File: config.mk
export PLATFORM = sky130hd
export DESIGN_NAME = geo_unit
export DESIGN_NICKNAME = d
export VERILOG_FILES = /design/src/rtl/geo_pkg.sv /design/src/rtl/geo_clamp.sv /design/src/rtl/geo_pixfmt.sv /design/src/rtl/geo_mul.sv /design/src/rtl/geo_unit.sv
export SDC_FILE = /design/constraint.sdc
export NUM_CORES = 2
export LEC_CHECK = 0
export ABC_AREA = 1
export BUFFER_PORTS_ARGS = -buffer_cell sky130_fd_sc_hd__buf_2
export CORE_ASPECT_RATIO = 0.8
export CORE_MARGIN = 4
export CORE_UTILIZATION = 60
export CTS_CLUSTER_DIAMETER = 150
export DETAILED_ROUTE_END_ITERATION = 6
export PLACE_DENSITY = 0.86
export SYNTH_ARGS = -nofsm -noshare
export SYNTH_HDL_FRONTEND = slang
export SYNTH_SLANG_ARGS = --single-unit
export TNS_END_PERCENT = 30
File: constraint.sdc
create_clock -name clk -period 9.05 [get_ports clk]
set_clock_uncertainty 0.2 [all_clocks]
set_input_delay 0.4525 -clock clk [delete_from_list [all_inputs] [get_ports clk]]
set_output_delay 0.4525 -clock clk [all_outputs]
set_load 0.01 [all_outputs]
File: src/rtl/geo_pkg.sv
package geo_pkg;
  typedef enum logic [2:0] {
    PF_4  = 3'd0,
    PF_8  = 3'd1,
    PF_15 = 3'd2,
    PF_16 = 3'd3,
    PF_24 = 3'd4,
    PF_32 = 3'd5
  } pix_fmt_e;

  typedef enum logic [2:0] {
    ST_IDLE,
    ST_STRIDE,
    ST_XBYTE,
    ST_YROW,
    ST_SPAN,
    ST_CHECK,
    ST_HOLD
  } geo_state_e;
endpackage

File: src/rtl/geo_clamp.sv
module geo_clamp #(
  parameter int W     = 16,
  parameter int MAX_X = 1920,
  parameter int MAX_Y = 1600
) (
  input  logic [W-1:0] xres_raw,
  input  logic [W-1:0] yres_raw,
  input  logic [W-1:0] vw_raw,
  input  logic [W-1:0] xoff_raw,
  input  logic [W-1:0] yoff_raw,
  output logic [W-1:0] xres_c,
  output logic [W-1:0] yres_c,
  output logic [W-1:0] vw_c,
  output logic [W-1:0] xoff_c,
  output logic [W-1:0] yoff_c
);
  localparam logic [W-1:0] LIM_X = W'(MAX_X);
  localparam logic [W-1:0] LIM_Y = W'(MAX_Y);

  logic [W-1:0] x_round;
  logic [W-1:0] vw_cap;

  always_comb begin
    x_round = {xres_raw[W-1:3], 3'b000};
    xres_c  = (x_round == '0) ? W'(8) : x_round;
    vw_cap  = (vw_raw > LIM_X) ? LIM_X : vw_raw;
    vw_c    = (vw_cap < xres_c) ? xres_c : vw_cap;
    xoff_c  = (xoff_raw > LIM_X) ? LIM_X : xoff_raw;
    yoff_c  = (yoff_raw > LIM_Y) ? LIM_Y : yoff_raw;
    if (yres_raw == '0)       yres_c = W'(1);
    else if (yres_raw > LIM_Y) yres_c = LIM_Y;
    else                      yres_c = yres_raw;
  end
endmodule

File: src/rtl/geo_pixfmt.sv
module geo_pixfmt
  import geo_pkg::*;
#(
  parameter int W = 16
) (
  input  logic [W-1:0] bpp,
  output pix_fmt_e     fmt,
  output logic         nibble_mode,
  output logic [W-1:0] bytes_pp
);
  always_comb begin
    bytes_pp    = bpp >> 3;
    nibble_mode = (bpp == W'(4));
    unique case (bpp)
      W'(4):   fmt = PF_4;
      W'(15):  fmt = PF_15;
      W'(16):  fmt = PF_16;
      W'(24):  fmt = PF_24;
      W'(32):  fmt = PF_32;
      default: fmt = PF_8;
    endcase
  end
endmodule

File: src/rtl/geo_mul.sv
module geo_mul #(
  parameter int AW = 16,
  parameter int BW = 32
) (
  input  logic [AW-1:0]    op_a,
  input  logic [BW-1:0]    op_b,
  output logic [AW+BW-1:0] prod
);
  assign prod = {{BW{1'b0}}, op_a} * {{AW{1'b0}}, op_b};
endmodule

File: src/rtl/geo_unit.sv
module geo_unit
  import geo_pkg::*;
#(
  parameter int W     = 16,
  parameter int SW    = 32,
  parameter int MAX_X = 1920,
  parameter int MAX_Y = 1600
) (
  input  logic          clk,
  input  logic          rst_n,
  input  logic          req_valid,
  output logic          req_ready,
  input  logic [W-1:0]  xres_i,
  input  logic [W-1:0]  yres_i,
  input  logic [W-1:0]  bpp_i,
  input  logic [W-1:0]  vwidth_i,
  input  logic [W-1:0]  xoff_i,
  input  logic [W-1:0]  yoff_i,
  input  logic [SW-1:0] vram_bytes_i,
  output logic          res_valid,
  input  logic          res_ready,
  output logic [W-1:0]  xres_o,
  output logic [W-1:0]  yres_o,
  output logic [W-1:0]  vwidth_o,
  output logic [W-1:0]  xoff_o,
  output logic [W-1:0]  yoff_o,
  output logic [2:0]    fmt_o,
  output logic [SW-1:0] stride_o,
  output logic [SW-1:0] start_o
);
  localparam int PW = W + SW;

  geo_state_e state_q;

  logic [W-1:0]  xres_c, yres_c, vw_c, xoff_c, yoff_c, bpb_c;
  pix_fmt_e      fmt_c;
  logic          nib_c;

  logic [W-1:0]  xres_q, yres_q, vw_q, xoff_q, yoff_q, bpb_q;
  pix_fmt_e      fmt_q;
  logic          nib_q;
  logic [SW-1:0] vram_q;
  logic [SW-1:0] stride_q;
  logic [PW-1:0] xb_q, yrow_q, span_q;

  logic [W-1:0]  mul_a;
  logic [SW-1:0] mul_b;
  logic [PW-1:0] mul_p;
  logic [PW:0]   win_full, win_noy, vram_ext;

  geo_clamp #(.W(W), .MAX_X(MAX_X), .MAX_Y(MAX_Y)) u_clamp (
    .xres_raw(xres_i), .yres_raw(yres_i), .vw_raw(vwidth_i),
    .xoff_raw(xoff_i), .yoff_raw(yoff_i),
    .xres_c(xres_c), .yres_c(yres_c), .vw_c(vw_c),
    .xoff_c(xoff_c), .yoff_c(yoff_c)
  );

  geo_pixfmt #(.W(W)) u_fmt (
    .bpp(bpp_i), .fmt(fmt_c), .nibble_mode(nib_c), .bytes_pp(bpb_c)
  );

  geo_mul #(.AW(W), .BW(SW)) u_mul (.op_a(mul_a), .op_b(mul_b), .prod(mul_p));

  assign req_ready = (state_q == ST_IDLE);
  assign res_valid = (state_q == ST_HOLD);

  // Operand steering for the single shared multiplier.
  always_comb begin
    mul_a = '0;
    mul_b = '0;
    unique case (state_q)
      ST_STRIDE: begin
        mul_a = nib_q ? (vw_q >> 3) : vw_q;
        mul_b = nib_q ? SW'(1) : {{(SW-W){1'b0}}, bpb_q};
      end
      ST_XBYTE: begin
        mul_a = nib_q ? (xoff_q >> 3) : xoff_q;
        mul_b = nib_q ? SW'(1) : {{(SW-W){1'b0}}, bpb_q};
      end
      ST_YROW: begin
        mul_a = yoff_q;
        mul_b = stride_q;
      end
      ST_SPAN: begin
        mul_a = yres_q;
        mul_b = stride_q;
      end
      default: ;
    endcase
  end

  assign win_full = {1'b0, yrow_q} + {1'b0, xb_q} + {1'b0, span_q};
  assign win_noy  = {1'b0, xb_q} + {1'b0, span_q};
  assign vram_ext = {{(PW+1-SW){1'b0}}, vram_q};

  always_ff @(posedge clk) begin
    if (!rst_n) begin
      state_q  <= ST_IDLE;
      xres_q   <= '0; yres_q <= '0; vw_q <= '0; xoff_q <= '0; yoff_q <= '0;
      bpb_q    <= '0; fmt_q  <= PF_8; nib_q <= 1'b0; vram_q <= '0;
      stride_q <= '0; xb_q   <= '0; yrow_q <= '0; span_q <= '0;
      xres_o   <= '0; yres_o <= '0; vwidth_o <= '0; xoff_o <= '0; yoff_o <= '0;
      fmt_o    <= '0; stride_o <= '0; start_o <= '0;
    end else begin
      unique case (state_q)
        ST_IDLE: if (req_valid) begin
          xres_q <= xres_c; yres_q <= yres_c; vw_q <= vw_c;
          xoff_q <= xoff_c; yoff_q <= yoff_c;
          bpb_q  <= bpb_c;  fmt_q  <= fmt_c;  nib_q <= nib_c;
          vram_q <= vram_bytes_i;
          state_q <= ST_STRIDE;
        end
        ST_STRIDE: begin
          stride_q <= mul_p[SW-1:0];
          state_q  <= ST_XBYTE;
        end
        ST_XBYTE: begin
          xb_q    <= mul_p;
          state_q <= ST_YROW;
        end
        ST_YROW: begin
          yrow_q  <= mul_p;
          state_q <= ST_SPAN;
        end
        ST_SPAN: begin
          span_q  <= mul_p;
          state_q <= ST_CHECK;
        end
        ST_CHECK: begin
          xres_o   <= xres_q;
          yres_o   <= yres_q;
          vwidth_o <= vw_q;
          fmt_o    <= fmt_q;
          stride_o <= stride_q;
          if (win_full > vram_ext) begin
            yoff_o <= '0;
            if (win_noy > vram_ext) begin
              xoff_o  <= '0;
              start_o <= '0;
            end else begin
              xoff_o  <= xoff_q;
              start_o <= xb_q[SW-1:0];
            end
          end else begin
            yoff_o  <= yoff_q;
            xoff_o  <= xoff_q;
            start_o <= yrow_q[SW-1:0] + xb_q[SW-1:0];
          end
          state_q <= ST_HOLD;
        end
        ST_HOLD: if (res_ready) state_q <= ST_IDLE;
        default: state_q <= ST_IDLE;
      endcase
    end
  end
endmodule

==> reports/results.ini <==
[timing]
rsz0062_at_grt = no
drv_slew = 0
setup_viol = 0
fin_crit_sh = 0.9587
setup_tns_ns = 0
min_period_ns = 8.676
relSlewSlack = 0.2774
tightest_slew_ns = 1.084
max_freq_ghz = 0.1153
finalHoldViolations = 0

[cells_and_area]
syn_to_final_growth_pct = 11.64
nNetsFinal = 7775
layout-drive-gt1-share = 0.08492
fillers = 6424
postLayoutCellArea_mm2 = 0.05132

[floorplan]
die_area_mm2 = 0.08113
ios = 281
core-area_mm2 = 0.07567
rows = 90
initial_core_util = 0.6074
die_h_um = 255.6
die_w_um = 317.5

[detailed_routing]
first_pass_iters = 7
drtIter0Drc = 5901
wl_mm = 162.2
dr_total_vias = 46300
via_per_inst = 5.853
drc_errors = 0
wl_per_cell_um = 20.50
detail-route-antenna-nets = 0

[yosys]
synth_ff_type = dfxtp_1
synth_edf_count = 0
syn_avg_cell_area_um2 = 7.020
synth-seq-cells = 449
syn-instance-count = 6548
yosysSeqAreaShare = 0.1955
yosysUniqueCellTypes = 66
ys_warn_count = 0
syn_area_mm2 = 0.04597
async_flop_share = 0

[clocking]
cts.clk_slew.worst_paths_ns = 0.07
clockRootBuffer = clkbuf_16
htreeDepth = 2
cts_inserted_buffers = 48
post_cts_buffers = 0
numClockSinks = 449
clkLatencyLatePin_ns = 0.66
cts_tree = built
clock_path_buffers = 3

[critical_path]
worstPathMaxFanout = 26
reg2reg_from = state_q[2]
end_kind = register
worstPathRequired_ns = 9.36
cp_slowest_cell = clkinv_1
critical-path-max-stage-delay_ns = 0.76
crit_path_start_kind = register
worstPathArrival_ns = 8.98
crit_path_frequent_cell = inv_1
path_class = register to register
crit_start = state_q[2]

[placed_design]
post_dp_cell_area_mm2 = 0.04861
portBuffers = 274
place_congestion = 1.050
dp.final_hpwl_mm = 127.7

[global_routing]
antenna_found_initial = 7
grt_first_pass_wirelength_mm = 249.3
grt_use_total = 0.3864
grt_pass1_vias = 44120
overflow = 0
grt_max_degree = 121

[pwr]
power_density_mw_per_mm2 = 144.8
ir_drop_mv = 0.1773
p_leak_nw = 26.36

[run]
maxCapViolations = 0

[hold_path]
min-delay-start = vwidth_i[5]
hold_path_class = input port to register

[run_status]
status = finished, final reports clean

-- through the flow --
stage	hold slack (ns)	power, mW	setup WS, ns	instances	utilization
global placement	0.2436	5.040	0.7052	7717	0.6424
floorplan	0.2297	4.175	1.640	6555	-
detailed placement	0.2488	5.131	0.5998	7717	0.6424
global route	0.02506	7.727	0.07932	7903	0.6779
finish	0.01794	7.431	0.3739	7911	0.6782
CTS	0.006675	7.294	0.5338	7901	0.6775
-- cells by family (layout without fill, tap and decap cells) --
kind of cell	count (synthesis)	after routing	share of synthesized area
mux	23	23	0.005144
compound gates	1052	1052	0.1287
other cells	1	18	0.00008158
simple gates	2631	2631	0.2334
fa+ha+maj	792	792	0.2922
xor+xnor	120	120	0.02286
buf+inv	1480	1814	0.1221
flops	449	449	0.1955
-- area by class of cell --
type	count	area [um^2]	share of cell area
Inverter	1243	4679	0.09119
Antenna cell	10	25.02	0.0004876
Clock buffer	60	1316	0.02565
Tap cell	1012	1266	0.02467
Clock inverter	28	377.9	0.007363
Timing Repair Buffer	483	3199	0.06234
Multi-Input combinational cell	4626	31460	0.6131
Sequential cell	449	8990	0.1752
-- synth_stat cells, drive strengths merged (53+ instances only) --
library cell,count,share of area
a21oi,458,0.051
nand2,1313,0.11
o21ai,377,0.041
xor2,64,0.012
inv,1234,0.10
nand4,53,0.0072
fa,469,0.20
ha,323,0.088
nor2,881,0.073
dfxtp,449,0.20
clkbuf,194,0.016
xnor2,56,0.011
o211ai,55,0.0090
nand3,276,0.031
-- power by group --
part | total, mW | switching (mW) | internal [mW]
Clock | 2.16 | 0.960 | 1.20
Combinational | 2.87 | 2.00 | 0.867
Sequential | 2.40 | 0.228 | 2.18
Total | 7.43 | 3.19 | 4.24
-- layout by cell type, fill, tap and decap left out, types with 13 or more instances in the layout --
| cell type | n |
|---|---|
| a21o_1 | 14 |
| a21oi_1 | 445 |
| a21oi_2 | 13 |
| a31oi_1 | 29 |
| buf_2 | 273 |
| buf_4 | 112 |
| clkbuf_16 | 48 |
| dfxtp_1 | 448 |
| dlygate4sd3_1 | 96 |
| fa_1 | 469 |
| ha_1 | 323 |
| inv_1 | 1209 |
| inv_2 | 23 |
| mux2i_1 | 18 |
| nand2_1 | 1299 |
| nand2_2 | 13 |
| nand3_1 | 268 |
| nand3b_1 | 22 |
| nand4_1 | 53 |
| nor2_1 | 856 |
| nor2_2 | 22 |
| nor3_1 | 46 |
| nor4_1 | 15 |
| o211ai_1 | 55 |
| o21a_1 | 21 |
| o21ai_0 | 368 |
| o21bai_1 | 17 |
| o31ai_1 | 17 |
| xnor2_1 | 56 |
| xor2_1 | 64 |
-- worst paths after layout --
check                             endpoint  slack [ns]  cells after the start
worst max-delay path            span_q[24]        0.37                     30
worst min-delay path               vw_q[5]        0.02                      5
worst max register to register  span_q[24]        0.37                     30
worst min register to register   xoff_o[1]        0.27                      2
-- state kept, by name (all words and copies together) (netlist names), 32 cells and up --
register and count:
vram_q 32, stride_o 32, span_q 48, yrow_q 48, stride_q 32, xb_q 48, start_o 32
-- routing by layer --
metal / up-vias / part of all wire / track usage
met3: 500 / 0.15 / 0.1198
met1: 21510 / 0.40 / 0.5454
met4: 4 / 0.045 / 0.1420
li1: 21050 / - / -
met2: 3241 / 0.41 / 0.5584
met5: - / 0.00015 / 0.001754
-- what timing repair did --
action	4_1_cts	5_1_grt
endpoints found under the setup margin	0	19
gates resized for setup	0	4
hold endpoints to repair	99	0
hold buffers	96	0
-- worst max-delay path, delay by kind of cell, from the launching register on --
kind	cells	cell delay, ns
simple gates	7	1.19
fa+ha+maj	7	3.29
xor+xnor	1	0.53
flops	1	0.68
compound gates	5	0.88
buf+inv	10	1.71
Power figures use the tool's default switching activity.
